**src/rtl/spi_cs_seq_pkg.sv**
```systemverilog
package spi_cs_seq_pkg;
  localparam int REG_W    = 32;
  localparam int TX_W     = 16;
  localparam int FMT_W    = 2;
  localparam int NUM_FMT  = 1 << FMT_W;
  localparam int CSF_W    = 8;
  localparam int HOLD_BIT = 28;
  localparam int WDEL_BIT = 26;
  localparam int FMT_LSB  = 24;
  localparam int CS_LSB   = 16;

  typedef struct packed {
    logic             hold;
    logic             wdel;
    logic [FMT_W-1:0] fmt;
    logic [CSF_W-1:0] cs;
  } word_ctrl_t;

  typedef enum logic [2:0] {
    SEQ_IDLE,
    SEQ_SHIFT,
    SEQ_T2C,
    SEQ_GAP,
    SEQ_WDEL,
    SEQ_HOLD
  } seq_state_e;
endpackage

```
**src/rtl/spi_txctl_reg.sv**
```systemverilog
module spi_txctl_reg
  import spi_cs_seq_pkg::*;
#(
  parameter int NUM_CS = 6
) (
  input  logic             clk,
  input  logic             rst,
  input  logic             wr_en,
  input  logic [1:0]       wr_strobe,
  input  logic [REG_W-1:0] wr_data,
  input  logic             consume,
  output word_ctrl_t       ctrl_o,
  output logic [TX_W-1:0]  txdata_o,
  output logic             full_o,
  output logic [REG_W-1:0] rd_data_o
);
  localparam logic [CSF_W-1:0] CS_KEEP = CSF_W'((16'd1 << NUM_CS) - 16'd1);
  localparam int               HI_W    = REG_W - TX_W;
  localparam logic [HI_W-1:0]  HI_KEEP =
    (HI_W'(1) << (HOLD_BIT - TX_W)) |
    (HI_W'(1) << (WDEL_BIT - TX_W)) |
    (HI_W'(NUM_FMT - 1) << (FMT_LSB - TX_W)) |
    (HI_W'(CS_KEEP) << (CS_LSB - TX_W));

  logic [HI_W-1:0] hi_q;
  logic [TX_W-1:0] lo_q;
  logic            full_q;

  always_ff @(posedge clk) begin
    if (rst) begin
      hi_q   <= '0;
      lo_q   <= '0;
      full_q <= 1'b0;
    end else begin
      if (wr_en && wr_strobe[1]) hi_q <= wr_data[REG_W-1:TX_W] & HI_KEEP;
      if (wr_en && wr_strobe[0]) lo_q <= wr_data[TX_W-1:0];
      if (wr_en && wr_strobe[0]) full_q <= 1'b1;
      else if (consume)          full_q <= 1'b0;
    end
  end

  assign ctrl_o.hold = hi_q[HOLD_BIT-TX_W];
  assign ctrl_o.wdel = hi_q[WDEL_BIT-TX_W];
  assign ctrl_o.fmt  = hi_q[FMT_LSB-TX_W +: FMT_W];
  assign ctrl_o.cs   = hi_q[CS_LSB-TX_W +: CSF_W];
  assign txdata_o    = lo_q;
  assign full_o      = full_q;
  assign rd_data_o   = {hi_q, lo_q};
endmodule

```
**src/rtl/spi_gap_timer.sv**
```systemverilog
module spi_gap_timer #(
  parameter int DLY_W = 8
) (
  input  logic             clk,
  input  logic             rst,
  input  logic             load,
  input  logic [DLY_W-1:0] load_val,
  output logic             expired
);
  localparam logic [DLY_W-1:0] TOP = {DLY_W{1'b1}};

  logic [DLY_W-1:0] cnt_q;

  always_ff @(posedge clk) begin
    if (rst)              cnt_q <= TOP;
    else if (load)        cnt_q <= load_val;
    else if (cnt_q != TOP) cnt_q <= cnt_q + 1'b1;
  end

  assign expired = (cnt_q == TOP);
endmodule

```
**src/rtl/spi_shift_engine.sv**
```systemverilog
module spi_shift_engine #(
  parameter int DATA_W  = 16,
  parameter int CLK_DIV = 2
) (
  input  logic              clk,
  input  logic              rst,
  input  logic              start,
  input  logic [DATA_W-1:0] tx_word,
  input  logic              miso,
  output logic              sclk,
  output logic              mosi,
  output logic              done,
  output logic [DATA_W-1:0] rx_word
);
  localparam int              DIV_W     = $clog2(CLK_DIV + 1);
  localparam int              EDGE_W    = $clog2(2 * DATA_W + 1);
  localparam logic [DIV_W-1:0]  DIV_LAST  = DIV_W'(CLK_DIV - 1);
  localparam logic [EDGE_W-1:0] EDGE_LAST = EDGE_W'(2 * DATA_W - 1);

  logic              active_q;
  logic [DIV_W-1:0]  div_q;
  logic [EDGE_W-1:0] edge_q;
  logic [DATA_W-1:0] tx_sh_q;
  logic [DATA_W-1:0] rx_sh_q;

  always_ff @(posedge clk) begin
    if (rst) begin
      active_q <= 1'b0;
      div_q    <= '0;
      edge_q   <= '0;
      sclk     <= 1'b0;
      tx_sh_q  <= '0;
      rx_sh_q  <= '0;
      done     <= 1'b0;
      rx_word  <= '0;
    end else begin
      done <= 1'b0;
      if (start) begin
        active_q <= 1'b1;
        tx_sh_q  <= tx_word;
        div_q    <= '0;
        edge_q   <= '0;
        sclk     <= 1'b0;
      end else if (active_q) begin
        if (div_q == DIV_LAST) begin
          div_q  <= '0;
          sclk   <= ~sclk;
          edge_q <= edge_q + 1'b1;
          if (!sclk) rx_sh_q <= {rx_sh_q[DATA_W-2:0], miso};
          else       tx_sh_q <= {tx_sh_q[DATA_W-2:0], 1'b0};
          if (edge_q == EDGE_LAST) begin
            active_q <= 1'b0;
            done     <= 1'b1;
            rx_word  <= rx_sh_q;
          end
        end else begin
          div_q <= div_q + 1'b1;
        end
      end
    end
  end

  assign mosi = tx_sh_q[DATA_W-1];
endmodule

```
**src/rtl/spi_cs_fsm.sv**
```systemverilog
module spi_cs_fsm
  import spi_cs_seq_pkg::*;
#(
  parameter int NUM_CS  = 6,
  parameter int DLY_W   = 8,
  parameter int MIN_GAP = 2
) (
  input  logic                     clk,
  input  logic                     rst,
  input  logic                     master_mode,
  input  logic                     buf_full,
  input  word_ctrl_t               ctrl_in,
  input  logic [TX_W-1:0]          tx_in,
  input  logic                     eng_done,
  input  logic [DLY_W-1:0]         t2c_dly,
  input  logic [NUM_FMT*DLY_W-1:0] wdel_dly,
  input  logic                     tmr_expired,
  output logic                     consume,
  output logic                     tmr_load,
  output logic [DLY_W-1:0]         tmr_val,
  output logic [NUM_CS-1:0]        cs_n,
  output logic                     eng_start,
  output logic [TX_W-1:0]          eng_data,
  output logic [FMT_W-1:0]         fmt_sel,
  output seq_state_e               state_o
);
  localparam logic [DLY_W-1:0] GAP_LOAD = {DLY_W{1'b1}} - DLY_W'(MIN_GAP - 1);

  seq_state_e       state_q, state_d;
  word_ctrl_t       cur_q;
  logic             wpend_q, wpend_d;
  logic             do_start, do_release;
  logic [DLY_W-1:0] wsel;

  assign wsel = wdel_dly[int'(cur_q.fmt) * DLY_W +: DLY_W];

  always_comb begin
    state_d    = state_q;
    wpend_d    = wpend_q;
    do_start   = 1'b0;
    do_release = 1'b0;
    tmr_load   = 1'b0;
    tmr_val    = t2c_dly;
    unique case (state_q)
      SEQ_IDLE: begin
        if (buf_full) begin
          do_start = 1'b1;
          state_d  = SEQ_SHIFT;
        end
      end
      SEQ_SHIFT: begin
        if (eng_done) begin
          if (cur_q.hold) begin
            if (cur_q.wdel) begin
              tmr_load = 1'b1;
              tmr_val  = wsel;
              state_d  = SEQ_WDEL;
            end else begin
              state_d  = SEQ_HOLD;
            end
          end else begin
            tmr_load = 1'b1;
            tmr_val  = t2c_dly;
            wpend_d  = cur_q.wdel;
            state_d  = SEQ_T2C;
          end
        end
      end
      SEQ_T2C: begin
        if (tmr_expired) begin
          do_release = 1'b1;
          tmr_load   = 1'b1;
          tmr_val    = GAP_LOAD;
          state_d    = SEQ_GAP;
        end
      end
      SEQ_GAP: begin
        if (tmr_expired) begin
          if (wpend_q) begin
            tmr_load = 1'b1;
            tmr_val  = wsel;
            wpend_d  = 1'b0;
            state_d  = SEQ_WDEL;
          end else begin
            state_d  = SEQ_IDLE;
          end
        end
      end
      SEQ_WDEL: begin
        if (tmr_expired) state_d = cur_q.hold ? SEQ_HOLD : SEQ_IDLE;
      end
      SEQ_HOLD: begin
        if (buf_full) begin
          if (ctrl_in.cs == cur_q.cs) begin
            do_start = 1'b1;
            state_d  = SEQ_SHIFT;
          end else begin
            do_release = 1'b1;
            tmr_load   = 1'b1;
            tmr_val    = GAP_LOAD;
            state_d    = SEQ_GAP;
          end
        end
      end
      default: state_d = SEQ_IDLE;
    endcase
  end

  always_ff @(posedge clk) begin
    if (rst) begin
      state_q   <= SEQ_IDLE;
      wpend_q   <= 1'b0;
      cur_q     <= '0;
      cs_n      <= '1;
      eng_start <= 1'b0;
      eng_data  <= '0;
      fmt_sel   <= '0;
    end else begin
      state_q   <= state_d;
      wpend_q   <= wpend_d;
      eng_start <= do_start;
      fmt_sel   <= (state_q == SEQ_IDLE) ? ctrl_in.fmt : cur_q.fmt;
      if (do_start) begin
        cur_q.hold <= ctrl_in.hold & master_mode;
        cur_q.wdel <= ctrl_in.wdel & master_mode;
        cur_q.fmt  <= ctrl_in.fmt;
        cur_q.cs   <= ctrl_in.cs;
        eng_data   <= tx_in;
        cs_n       <= ~ctrl_in.cs[NUM_CS-1:0];
      end else if (do_release) begin
        cs_n <= '1;
      end
    end
  end

  assign consume = do_start;
  assign state_o = state_q;
endmodule

```
**src/rtl/spi_cs_sequencer.sv**
```systemverilog
module spi_cs_sequencer
  import spi_cs_seq_pkg::*;
#(
  parameter int NUM_CS  = 6,
  parameter int CLK_DIV = 2,
  parameter int DLY_W   = 8
) (
  input  logic                     clk,
  input  logic                     rst,
  input  logic                     master_mode,
  input  logic                     wr_en,
  input  logic [1:0]               wr_strobe,
  input  logic [REG_W-1:0]         wr_data,
  input  logic [DLY_W-1:0]         t2c_delay,
  input  logic [NUM_FMT*DLY_W-1:0] word_delay,
  input  logic                     miso,
  output logic [REG_W-1:0]         rd_data,
  output logic [NUM_CS-1:0]        cs_n,
  output logic                     sclk,
  output logic                     mosi,
  output logic [FMT_W-1:0]         fmt_sel,
  output logic [TX_W-1:0]          rx_data,
  output logic                     xfer_done
);
  word_ctrl_t       ctrl_w;
  logic [TX_W-1:0]  txdata_w;
  logic             buf_full_w;
  logic             consume_w;
  logic             tmr_load_w;
  logic [DLY_W-1:0] tmr_val_w;
  logic             tmr_exp_w;
  logic             eng_start_w;
  logic [TX_W-1:0]  eng_data_w;
  seq_state_e       state_w;
  logic             in_shift_w;
  logic             in_hold_w;

  spi_txctl_reg #(.NUM_CS(NUM_CS)) reg_i (
    .clk(clk), .rst(rst), .wr_en(wr_en), .wr_strobe(wr_strobe),
    .wr_data(wr_data), .consume(consume_w), .ctrl_o(ctrl_w),
    .txdata_o(txdata_w), .full_o(buf_full_w), .rd_data_o(rd_data)
  );

  spi_gap_timer #(.DLY_W(DLY_W)) tmr_i (
    .clk(clk), .rst(rst), .load(tmr_load_w), .load_val(tmr_val_w),
    .expired(tmr_exp_w)
  );

  spi_cs_fsm #(.NUM_CS(NUM_CS), .DLY_W(DLY_W)) fsm_i (
    .clk(clk), .rst(rst), .master_mode(master_mode), .buf_full(buf_full_w),
    .ctrl_in(ctrl_w), .tx_in(txdata_w), .eng_done(xfer_done),
    .t2c_dly(t2c_delay), .wdel_dly(word_delay), .tmr_expired(tmr_exp_w),
    .consume(consume_w), .tmr_load(tmr_load_w), .tmr_val(tmr_val_w),
    .cs_n(cs_n), .eng_start(eng_start_w), .eng_data(eng_data_w),
    .fmt_sel(fmt_sel), .state_o(state_w)
  );

  spi_shift_engine #(.DATA_W(TX_W), .CLK_DIV(CLK_DIV)) eng_i (
    .clk(clk), .rst(rst), .start(eng_start_w), .tx_word(eng_data_w),
    .miso(miso), .sclk(sclk), .mosi(mosi), .done(xfer_done),
    .rx_word(rx_data)
  );

  assign in_shift_w = (state_w == SEQ_SHIFT);
  assign in_hold_w  = (state_w == SEQ_HOLD);
endmodule

```
**config.mk**
```make
export PLATFORM = sky130hd
export DESIGN_NAME = spi_cs_sequencer
export DESIGN_NICKNAME = d
export VERILOG_FILES = /design/src/rtl/spi_cs_seq_pkg.sv /design/src/rtl/spi_txctl_reg.sv /design/src/rtl/spi_gap_timer.sv /design/src/rtl/spi_shift_engine.sv /design/src/rtl/spi_cs_fsm.sv /design/src/rtl/spi_cs_sequencer.sv
export SDC_FILE = /design/constraint.sdc
export NUM_CORES = 1
export LEC_CHECK = 0
export BUFFER_PORTS_ARGS = -buffer_cell sky130_fd_sc_hd__buf_2
export CORE_ASPECT_RATIO = 0.7
export CORE_MARGIN = 5
export CORE_UTILIZATION = 35
export CTS_CLUSTER_DIAMETER = 100
export DETAILED_ROUTE_END_ITERATION = 10
export HOLD_SLACK_MARGIN = 0.15
export PLACE_DENSITY = 0.62
export SLEW_MARGIN = 30
export SYNTH_ARGS = -nofsm -noshare
export SYNTH_HDL_FRONTEND = slang
export SYNTH_SLANG_ARGS = --single-unit
export TNS_END_PERCENT = 50
```
**constraint.sdc**
```tcl
create_clock -name clk -period 3.02 [get_ports clk]
set_input_delay 0.604 -clock clk [delete_from_list [all_inputs] [get_ports clk]]
set_output_delay 0.604 -clock clk [all_outputs]
set_load 0.05 [all_outputs]
```
Word-level counts from Yosys, hierarchy flattened
Cells that the tools add are included.
W data, S select, Z words.
{ "word_totals": {"reg_bits": 133, "out_inout_bits": 59, "word_cells": 124} }
{ "classes": {"eq_ne": 17, "n_bitwise": 7, "add_sub_neg": 3, "reduce_logical": 18, "n_mux": 56, "shifts": 1} }
{ "ops": {"columns": ["cell", "count"], "rows": [
  ["$mux W8", 10],
  ["$mux W16", 4],
  ["$pmux W8 S4", 1],
  ["$shiftx A32 B6 Y8", 1],
  ["$mux W3", 9],
  ["$mux W1", 22],
  ["$pmux W3 S6", 1],
  ["$reduce_bool A2 Y1", 7],
  ["$mux W6", 2],
  ["$reduce_and A4 Y1", 3],
  ["$ne A2 B1 Y1 const B", 5],
  ["$add A8 B1 Y8 const B", 1],
  ["$eq A8 B8 Y1 const B", 1],
  ["$ne A8 B8 Y1 const B", 1],
  ["$add A6 B1 Y6 const B", 1],
  ["$eq A3 B2 Y1 const B", 2],
  ["$eq A3 B3 Y1 const B", 2],
  ["$eq A6 B5 Y1 const B", 1],
  ["$eq A6 B6 Y1", 1],
  ["$mux W2", 3],
  ["$not A6 Y6", 1],
  ["$pmux W1 S2", 3],
  ["$reduce_and A6 Y1", 1],
  ["$ne A2 B2 Y1 const B", 2],
  ["other kinds (12)", 17]
]} }

Depth between registers and ports, before layout
Gate-level depths: netlist of run 1.
{ "logic_depth": {"word_depth": 6, "depth_mapped": 8} }

By module
From an unflattened synthesis of run 1, not the netlist that was laid out.
{ "hier_totals": {"hier_cells": 720, "area_unflattened_um2": 6606.3} }
{ "modules_own_cells": {"columns": ["module", "area_per_inst_um2", "cells_per_inst", "instances"], "rows": [
  ["spi_shift_engine", 2444.8, 245, 1],
  ["spi_cs_fsm", 2207.1, 262, 1],
  ["spi_txctl_reg", 1493.9, 158, 1],
  ["spi_gap_timer", 460.4, 55, 1]
]} }

Least setup slack after synthesis of run 1
No wires, ideal clock.
{ "synth_path": {"kind": "flip-flop to flip-flop", "start": "register reg_i.hi_q[4]", "end": "register tmr_i.cnt_q[0]", "slack_ns": 0.815, "n_path_buf": 0, "arrival_time_ns": 2.091, "path_stages_with_launch": 6, "setup_time_ns": 0.114, "cell_sequence": "dfxtp_1 > xor2_1 > nor4_4 > a211oi_1 > or4_1 > a21o_1"} }
{ "synth_between": {"elab_chain_len": 5, "word_cells_on_any_way": 9, "cone_classes": "eq/ne (1); mux (7); reduce/logical (1)"} }
{ "synth_lines": {"columns": ["element", "line", "text"], "rows": [
  ["start: declaration", "spi_txctl_reg.sv:25", "logic [HI_W-1:0] hi_q;"],
  ["start signal: assignment", "spi_txctl_reg.sv:35", "if (wr_en && wr_strobe[1]) hi_q <= wr_data[REG_W-1:TX_W] & HI_KEEP;"],
  ["$eq A6 B6 Y1 *", "spi_cs_fsm.sv:94", "if (ctrl_in.cs == cur_q.cs) begin"],
  ["$mux W8 or $mux W1 (tied branches)", "spi_cs_fsm.sv:94", null],
  ["$mux W8 or $mux W1 (tied branches)", "spi_cs_fsm.sv:93", "if (buf_full) begin"],
  ["$pmux W8 S4 or $pmux W1 S4 (tied branches)", "spi_cs_fsm.sv:44", "unique case (state_q)"],
  ["$mux W8 or $reduce_bool A2 Y1 (tied branches)", null, null],
  ["end signal: assignment", "spi_gap_timer.sv:16", "else if (load) cnt_q <= load_val;"],
  ["end signal: assignment", "spi_gap_timer.sv:17", "else if (cnt_q != TOP) cnt_q <= cnt_q + 1'b1;"],
  ["end: declaration", "spi_gap_timer.sv:12", "logic [DLY_W-1:0] cnt_q;"]
]} }
Mark *: on every way between the ends. The rest lies on a longest branch, timed or not.
A chain may end at the register's enable or synchronous reset.

Worst setup path in the final report of run 1
{ "layout_path": {"start": "register tmr_i.cnt_q[0]", "end": "register tmr_i.cnt_q[4]"} }
{ "layout_between": {"elab_chain_len": 4, "word_cells_on_any_way": 12, "cone_classes": "add/sub (1); eq/ne (2); mux (8); reduce/logical (1)"} }
{ "layout_lines": {"columns": ["element"], "rows": [
  ["branches (longest 4 deep; another with $add A8 B1 Y8)"]
]} }
Several ways; the timed one is not identified. The select of a mux whose other input is x is not followed.

==> flow_metrics.env, run 1 <==
export IMPL_status="completed"
export IMPL_fin_crit_ns=2.27
export IMPL_yosysUniqueCellTypes=55
export IMPL_final_nets=864
export IMPL_clkLatencyLatePin_ns=0.41
export IMPL_finalMaxSlewViolations=0
export IMPL_post_route_util_pct=44.5
export IMPL_leakagePower_nw=3.04
export IMPL_synth_area_leader_cell="dfxtp_1"
export IMPL_cts_root_buf="clkbuf_16"
export IMPL_die_height_um=118
export IMPL_fp_row_count=39
export IMPL_drtIter0Drc=411
export IMPL_finalSetupTns_ns=0
export IMPL_wl_per_cell_um=14.2
export IMPL_fp_coreArea_um2=16300
export IMPL_wirelength_um=14500
export IMPL_power_density_nw_per_um2=736
export IMPL_cts_sinks=133
export IMPL_routabilityCongestion=0.811
export IMPL_synthTopCellsByCount="dfxtp_1 (133), nand2_1 (102), a21oi_1 (85)"
export IMPL_path_max_fanout=8
export IMPL_synthSimpleGateAreaFrac_pct=22.4
export IMPL_cp_start_kind="flop"
export IMPL_synth_area_leaders="dfxtp_1 (46%), a21oi_1 (7.3%), nand2_1 (6.6%)"
export IMPL_cp_cell_sequence="ha_1 -> and4_1 -> and3_1 -> o211ai_1 -> a221o_1 -> a21o_1"
export IMPL_arrival_ns=2.58
export IMPL_post_cts_buffers=0
export IMPL_grt_usage_pct=15.2
export IMPL_ys_seq_elements=133
export IMPL_slew_headroom_pct=42.8
export IMPL_slowest_delay_ns=0.43
export IMPL_synth_compound_area_share_pct=17.9
export IMPL_period_share_pct=75.3
export IMPL_fill_cells=1650
export IMPL_required_ns=3.33
export IMPL_overflow=0
export IMPL_final_area_um2=7270
export IMPL_die_area_um2=19400
export IMPL_worst_slew_pin_slew_ns=0.853
export IMPL_clockBufferDepth=2
export IMPL_ys_seq_area_share_pct=45.6
export IMPL_muxShareOfSynthArea_pct=6.85
export IMPL_finalHoldViolCount=0
export IMPL_async_flop_share_pct=0
export IMPL_drive_above_1_share_pct=23.0
export IMPL_start_util_pct=35.7
export IMPL_via_per_inst=4.95
export IMPL_antenna_found_initial=0
export IMPL_synthAdderAreaFrac_pct=0.428
export IMPL_yosysTopAreaCellShare_pct=45.6
export IMPL_antenna_cells=0
export IMPL_postPlaceCellArea_um2=6590
export IMPL_slowest_stage="a221o_1"
export IMPL_grt_pass1_vias=4795
export IMPL_area_growth_pct=24.4
export IMPL_io_buffers=125
export IMPL_fin_skew_ns=0.0144
export IMPL_netlist_instances=683
export IMPL_critPathCaptureType="flop"
export IMPL_critPathKind="flop to flop"
export IMPL_yosys_area_share_xor_xnor_pct=2.40
export IMPL_htree_levels=4
export IMPL_finalSetupViolations=0
export IMPL_num_vias=5054
export IMPL_synth_edff_count=0
export IMPL_grt_max_degree=41
export IMPL_yosys_warnings=0
export IMPL_synth_top_family_by_area="simple AND/OR/NAND/NOR gates"
export IMPL_cts_tree="yes"
export IMPL_drt_first_pass_iters=4
export IMPL_io_pins=138
export IMPL_fp_dieW_um=164
export IMPL_max_cap_viol_count=0
export IMPL_synth_flop_cell="dfxtp_1"
export IMPL_cts_buffers=17
export IMPL_max_freq_ghz=0.440
export IMPL_min_path_type="input port to flop"
export IMPL_peakVddDrop_uv=477
export IMPL_drc=0
export IMPL_rsz0062_at_grt="false"
export IMPL_synth_most_common_cell="dfxtp_1"
export IMPL_syn_area_um2=5840
export IMPL_final_antenna_net_count=0
export IMPL_avgSynthCellArea_um2=8.56
export IMPL_cts_resized=0
export IMPL_hpwl_um=9910
export IMPL_path_clk_slew_ns=0.06
export IMPL_ctsHoldBuffers=0
export IMPL_grt_pass1_wl_um=24200
[layout by cell type, fill, tap and decap left out, types with 3 or more instances in the layout]
cell	instances
a221o_1	5
nand4_1	8
a21o_1	7
buf_4	9
dfxtp_1	133
o21ai_0	33
xnor2_1	5
a21oi_1	85
and2_1	6
nor2_1	39
nand3_1	34
bufinv_16	5
xor2_1	11
clkbuf_8	4
a211oi_1	19
inv_1	3
nor3_1	17
nand2_1	102
mux4_2	8
nand2b_1	6
or3_1	3
conb_1	6
clkbuf_16	17
or2_2	3
a2bb2oi_1	6
mux2i_1	22
nor2b_1	19
buf_2	124
and3_1	18
[final timing paths]
kind	slack [ns]	start	to	cells after the start
max	0.75	tmr_i.cnt_q[0]	tmr_i.cnt_q[4]	6
max reg2reg	0.75	tmr_i.cnt_q[0]	tmr_i.cnt_q[4]	6
min	0.43	wr_data[3]	reg_i.txdata_o[3]	3
min reg2reg	0.45	fsm_i.eng_data[0]	eng_i.tx_sh_q[0]	2
[registers in the layout, summed over array words and instances (netlist names), 3 cells and up]
name,count
reg_i.hi_q,10
fsm_i.cs_n,6
fsm_i.eng_data,16
eng_i.rx_sh_q,16
eng_i.tx_sh_q,16
eng_i.rx_word,16
eng_i.edge_q,6
tmr_i.cnt_q,8
reg_i.txdata_o,16
fsm_i.cur_q,10
fsm_i.state_o,3
[through the flow]
stage	hold WS, ns	power (mW)	worst slack (ns)	instances
floorplan	0.428	2.84	0.815	688
global placement	0.446	3.06	0.763	989
detailed placement	0.449	3.07	0.761	989
CTS	0.408	5.39	0.753	1021
global route	0.410	5.62	0.614	1021
finish	0.429	5.35	0.746	1021
[logic make-up (layout without fill, tap and decap cells)]
group           count (synthesis)  after routing
other cells                     1              6
buf+inv                        60            168
compound gates                173            173
flops                         133            133
simple gates                  268            268
xor+xnor                       16             16
fa+ha+maj                       2              2
mux                            30             30
[power by group]
group	total, mW	switching (mW)	leakage, nW	internal (mW)
logic	1.05	0.663	1.63	0.384
clock network	2.31	0.754	0.330	1.56
registers	1.99	0.129	1.08	1.86
total	5.35	1.55	3.04	3.80
[cell type report]
type	instances	area, um2	area share (%)
clock buffers	21	480	6.61
clock inverters	11	194	2.67
inverters	3	11.3	0.155
multi-input cells	495	2950	40.6
flip-flops and latches	133	2660	36.6
well taps	225	282	3.87
repair buffers	133	688	9.47
[metal layers]
layer	wire length, um	track usage (%)	vias up
met3	761	4.94	6
met4	93	4.16	0
met2	6030	20.2	116
met1	7600	23.2	2317
li1	-	-	2615
met5	0	0	-
[critical path: cells and delay by family (launching register included)]
| kind | cells | cell delay [ns] |
|---|---|---|
| AND/OR/NAND/NOR | 2 | 0.69 |
| flip-flops | 1 | 0.37 |
| adder cells (fa/ha/maj) | 1 | 0.30 |
| AO/OA/AOI/OAI | 3 | 0.82 |
Note: power is estimated with default switching activity, not from simulation.
==> run 2, diff against run 1 <==
--- a/config.mk
+++ b/config.mk
@@ -5,6 +5,7 @@
 export SDC_FILE = /design/constraint.sdc
 export NUM_CORES = 1
 export LEC_CHECK = 0
+export ABC_AREA = 1
 export BUFFER_PORTS_ARGS = -buffer_cell sky130_fd_sc_hd__buf_2
 export CORE_ASPECT_RATIO = 0.7
 export CORE_MARGIN = 5
==> constraint.sdc (replaced) <==
create_clock -name clk -period 2.4 [get_ports clk]
set_input_delay 0.48 -clock clk [delete_from_list [all_inputs] [get_ports clk]]
set_output_delay 0.48 -clock clk [all_outputs]
set_load 0.05 [all_outputs]
==> flow_metrics.env, run 2 <==
export IMPL_ys_seq_elements=133
export IMPL_max_freq_ghz=0.491
export IMPL_grt_usage_pct=16.1
export IMPL_grt_pass1_wl_um=26100
export IMPL_final_antenna_net_count=0
export IMPL_synth_most_common_cell="nand2_1"
export IMPL_fp_coreArea_um2=16400
export IMPL_cts_resized=0
export IMPL_p_switching_mw=2.27
export IMPL_cts_sinks=133
export IMPL_min_path_type="input port to flop"
export IMPL_slowest_delay_ns=0.38
export IMPL_cp_start_kind="flop"
export IMPL_finalHoldViolCount=0
export IMPL_ctsHoldBuffers=0
export IMPL_synth_area_leader_cell="dfxtp_1"
export IMPL_fin_crit_ns=2.04
export IMPL_synth_area_leaders="dfxtp_1 (45%), nand2_1 (12%), nor2_1 (8.6%)"
export IMPL_path_max_fanout=23
export IMPL_clockBufferDepth=2
export IMPL_drive_above_1_share_pct=21.5
export IMPL_final_area_um2=7320
export IMPL_async_flop_share_pct=0
export IMPL_wirelength_um=15700
export IMPL_cp_cell_sequence="inv_2 -> nand2_1 -> nand2_1 -> nor2_1 -> nand3_1 -> nand2_1 -> nand3_4 -> clkinv_2 -> nand2_1 -> o21ai_1 -> nand2_1"
export IMPL_final_common_cell="nand2_1"
export IMPL_cts_root_buf="clkbuf_16"
export IMPL_period_share_pct=84.9
export IMPL_fp_dieW_um=165
export IMPL_slowest_stage="dfxtp_1"
export IMPL_clkLatencyLatePin_ns=0.41
export IMPL_critPathKind="flop to flop"
export IMPL_drtIter0Drc=314
export IMPL_cts_buffers=17
export IMPL_seq_power_share_pct=37.0
export IMPL_cp_top_family="simple AND/OR/NAND/NOR gates"
export IMPL_io_buffers=125
export IMPL_area_growth_pct=23.6
export IMPL_netlist_instances=825
export IMPL_die_area_um2=19700
export IMPL_yosysUniqueCellTypes=41
export IMPL_arrival_ns=2.33
export IMPL_leakagePower_nw=3.31
export IMPL_fill_cells=1719
export IMPL_layout_common_cells="nand2_1 (195), nor2_1 (135), dfxtp_1 (133)"
export IMPL_final_nets=1025
export IMPL_hpwl_um=11300
export IMPL_via_per_inst=4.75
export IMPL_synth_flop_cell="dfxtp_1"
export IMPL_internal_power_mw=4.56
export IMPL_syn_area_um2=5920
export IMPL_num_vias=5610
export IMPL_required_ns=2.70
export IMPL_die_height_um=119
export IMPL_routabilityCongestion=0.839
export IMPL_synth_edff_count=0
export IMPL_fp_row_count=39
export IMPL_crit_top_cell="nand2_1"
export IMPL_start_util_pct=36.0
export IMPL_hold_ws_ns=0.325
export IMPL_grt_pass1_vias=5225
export IMPL_postPlaceCellArea_um2=6710
export IMPL_peakVddDrop_uv=445
export IMPL_cts_tree="yes"
export IMPL_htree_levels=4
export IMPL_reg2reg_slack_ns=0.36
export IMPL_yosysTopAreaCellShare_pct=45.0
export IMPL_swShare_pct=33.3
export IMPL_max_cap_viol_count=0
export IMPL_yosys_warnings=0
export IMPL_worst_slew_pin_slew_ns=0.691
export IMPL_multi_input_comb_area_um2=2810
export IMPL_synthTopCellsByCount="nand2_1 (195), nor2_1 (135), dfxtp_1 (133)"
export IMPL_wl_per_cell_um=13.3
export IMPL_grt_max_degree=49
export IMPL_status="completed"
export IMPL_drc=0
export IMPL_finalSetupViolations=0
export IMPL_regArea_um2=2660
export IMPL_finalSetupTns_ns=0
export IMPL_avgSynthCellArea_um2=7.18
export IMPL_rsz0062_at_grt="false"
export IMPL_io_pins=138
export IMPL_critPathCaptureType="flop"
export IMPL_path_buf_inv=2
export IMPL_finalMaxSlewViolations=0
export IMPL_post_cts_buffers=0
export IMPL_path_clk_slew_ns=0.06
export IMPL_power_frac_clock_pct=39.0
export IMPL_fin_skew_ns=0.00835
export IMPL_overflow=0
export IMPL_ys_seq_area_share_pct=45.0
export IMPL_drt_first_pass_iters=5
export IMPL_antenna_found_initial=0
export IMPL_power_density_nw_per_um2=933
export IMPL_antenna_cells=0
export IMPL_slew_headroom_pct=53.8
export IMPL_p_comb_share_pct=24.0
-- run 2: cell types whose count changed after synthesis, moves of 19 or more --
cell | previous run | this run
mux2i_1 | 22 | 0
nor2b_1 | 19 | 0
o21ai_0 | 33 | 89
nor2_1 | 39 | 135
inv_1 | 3 | 47
nand2_1 | 102 | 195
a21oi_1 | 85 | 62
-- run 2: metal layers --
metal	wire (um)	global-route usage, %	share of wire [%]
met2	6650	22.9	42
met4	235	5.15	1.5
met1	7990	23.9	51
met3	796	4.01	5.1
met5	0	0	0
-- run 2: cell type report --
type	instances	area share (%)
multi-input cells	593	38.4
flip-flops and latches	133	36.4
repair buffers	136	9.85
clock buffers	18	5.87
well taps	225	3.85
inverters	63	3.28
clock inverters	14	2.39
-- run 2: power by group through the flow --
stage	logic (mW)	registers, mW	clock network (mW)
floorplan	1.16	2.69	0
global placement	1.62	2.57	0
detailed placement	1.64	2.57	0
CTS	1.64	2.52	2.72
global route	1.84	2.55	2.83
finish	1.64	2.52	2.66
-- run 2: logic make-up after synthesis --
logic type | count (synthesis) | share of synthesized area (%)
other | 1 | 0.0633
buffers and inverters | 104 | 7.92
AO/OA/AOI/OAI | 184 | 17.1
flip-flops | 133 | 45.0
adder cells (fa/ha/maj) | 2 | 0.423
XOR/XNOR | 4 | 0.592
AND/OR/NAND/NOR | 397 | 28.9
-- run 2: worst register-to-register path, delay by kind of cell, from the launching register on --
family / cells / cell delay, ns
buf+inv: 2 / 0.39
compound gates: 1 / 0.10
simple gates: 8 / 1.05
flops: 1 / 0.38
-- run 2: through the flow --
step | worst slack (ns) | instances | power, mW | utilization (%)
after floorplan | 0.562 | 830 | 3.84 | -
after global placement | 0.375 | 1150 | 4.19 | 40.8
after detailed placement | 0.363 | 1150 | 4.21 | 40.8
after CTS | 0.330 | 1182 | 6.89 | 44.5
after global routing | 0.0455 | 1182 | 7.22 | 44.5
final | 0.362 | 1182 | 6.83 | 44.5
-- run 2: path summary, 6_finish.rpt --
check	startpoint	endpoint	depth (start not counted)
setup / recovery	reg_i.hi_q[1]	fsm_i.cs_n[5]	11
hold / removal	wr_data[8]	reg_i.txdata_o[8]	3
setup reg to reg	reg_i.hi_q[1]	fsm_i.cs_n[5]	11
hold reg to reg	fsm_i.eng_data[8]	fsm_i.eng_data[8]	2
==> run 3, diff against run 2 <==
==> constraint.sdc (replaced) <==
create_clock -name clk -period 2 [get_ports clk]
set_input_delay 0.4 -clock clk [delete_from_list [all_inputs] [get_ports clk]]
set_output_delay 0.4 -clock clk [all_outputs]
set_load 0.05 [all_outputs]
==> flow_metrics.env, run 3 (synthesized netlist as in run 2, its figures left out) <==
export IMPL_ctsHoldBuffers=0
export IMPL_post_cts_buffers=0
export IMPL_final_cells=1185
export IMPL_worst_slew_pin_slew_ns=0.604
export IMPL_min_delay_start="miso"
export IMPL_cp_cell_sequence="inv_1 -> nand2_1 -> nand2_1 -> nor2_1 -> nand3_1 -> nand2_1 -> nand3_4 -> inv_4 -> nand2_1 -> o21ai_0 -> nand2_1"
export IMPL_cts_root_buf="clkbuf_16"
export IMPL_slowest_delay_ns=0.37
export IMPL_p_total_mw=8.29
export IMPL_use_met3_pct=4.01
export IMPL_critPathCaptureType="flop"
export IMPL_status="completed"
export IMPL_clkLatencyLatePin_ns=0.41
export IMPL_finalSetupViolations=0
export IMPL_final_antenna_net_count=0
export IMPL_setup_ws_ns=0.173
export IMPL_grt_busiest_layer="met1"
export IMPL_grt_usage_pct=15.8
export IMPL_grt_max_degree=43
export IMPL_cp_top_family="simple AND/OR/NAND/NOR gates"
export IMPL_leakagePower_nw=3.34
export IMPL_max_freq_ghz=0.547
export IMPL_grt_util_met1_pct=24.0
export IMPL_max_cap_viol_count=0
export IMPL_path_max_fanout=23
export IMPL_period_share_pct=91.4
export IMPL_die_area_um2=19700
export IMPL_drc=0
export IMPL_power_density_nw_per_um2=1130
export IMPL_use_met2_pct=21.8
export IMPL_overflow=0
export IMPL_cp_start_kind="flop"
export IMPL_drtIter0Drc=329
export IMPL_peakVddDrop_uv=537
export IMPL_num_vias=5559
export IMPL_final_nets=1028
export IMPL_crit_top_cell="nand2_1"
export IMPL_htree_levels=4
export IMPL_fp_row_count=39
export IMPL_place_ws_ns=0.130
export IMPL_die_height_um=119
export IMPL_finalSetupTns_ns=0
export IMPL_clockBufferDepth=2
export IMPL_final_common_cell="nand2_1"
export IMPL_antenna_found_initial=0
export IMPL_cts_tree="yes"
export IMPL_io_buffers=125
export IMPL_rsz0062_at_grt="false"
export IMPL_slew_headroom_pct=59.6
export IMPL_grt_pass1_wl_um=25400
export IMPL_start_util_pct=36.0
export IMPL_drt_first_pass_iters=4
export IMPL_path_buf_inv=2
export IMPL_via_per_inst=4.69
export IMPL_finalHoldViolCount=0
export IMPL_fin_crit_ns=1.83
export IMPL_slowest_stage="dfxtp_1"
export IMPL_min_path_type="input port to flop"
export IMPL_area_growth_pct=24.4
export IMPL_fin_skew_ns=0.0153
export IMPL_antenna_cells=0
export IMPL_cts_buffers=17
export IMPL_required_ns=2.30
export IMPL_layout_common_cells="nand2_1 (195), nor2_1 (135), dfxtp_1 (133)"
export IMPL_drive_above_1_share_pct=22.0
export IMPL_wirelength_um=15500
export IMPL_timing_rr_start="reg_i.hi_q[5]"
export IMPL_routabilityCongestion=0.859
export IMPL_dp_cells=1153
export IMPL_critPathKind="flop to flop"
export IMPL_hpwl_um=11400
export IMPL_cts_sinks=133
export IMPL_fp_coreArea_um2=16400
export IMPL_io_pins=138
export IMPL_cp_startpoint="reg_i.hi_q[5]"
export IMPL_grt_pass1_vias=5037
export IMPL_fp_dieW_um=165
export IMPL_arrival_ns=2.13
export IMPL_finalMaxSlewViolations=0
export IMPL_path_clk_slew_ns=0.06
export IMPL_wl_per_cell_um=13.1
[run 3: cell count changes in the layout (fill, tap and decap cells not counted), sizes merged]
cell,change
buf,+3
inv,+3
clkinvlp,-2
clkbuf,-1
[run 3: worst paths after layout]
path / to / slack (ns) / cells past startpoint
worst min-delay path: eng_i.rx_sh_q[0] / 0.23 / 3
worst min register to register: fsm_i.eng_data[11] / 0.46 / 2
worst max register to register: fsm_i.cs_n[4] / 0.17 / 11
worst max-delay path: fsm_i.cs_n[4] / 0.17 / 11
[run 3: worst min-delay path: stages]
cell and delay [ns]:
buf_2 0.08, nor2_1 0.04, nor2_1 0.09
[run 3: repair_timing]
| item | CTS | global route |
|---|---|---|
| endpoints found under the setup margin | 0 | 15 |
| resized for setup | 0 | 4 |
| endpoints found under the hold margin | 0 | 0 |
[run 3: per-stage QoR]
stage	hold WS, ns	util, %	instance area, um2
2_1_floorplan	0.430	-	5940
3_3_place_gp	0.455	41.0	6740
3_5_place_dp	0.456	41.0	6740
4_1_cts	0.218	44.7	7350
5_1_grt	0.245	44.8	7360
6_report	0.230	44.8	7360
[run 3: area by class of cell]
type / count / area (um2)
flip-flops and latches: 133 / 2660
well taps: 225 / 282
repair buffers: 139 / 743
clock buffers: 17 / 425
clock inverters: 15 / 193
inverters: 63 / 241
fillers: 1717 / 9080
multi-input cells: 593 / 2820
[run 3: report_power, final]
group	internal [mW]	switching, mW
Combinational	0.658	1.37
Sequential	2.85	0.163
Clock	1.99	1.24
Total	5.51	2.78
[run 3: layer usage]
metal	vias up	part of all wire [%]
met2	84	42
met1	2521	52
met3	15	4.2
li1	2939	-
met4	0	1.3
met5	-	0
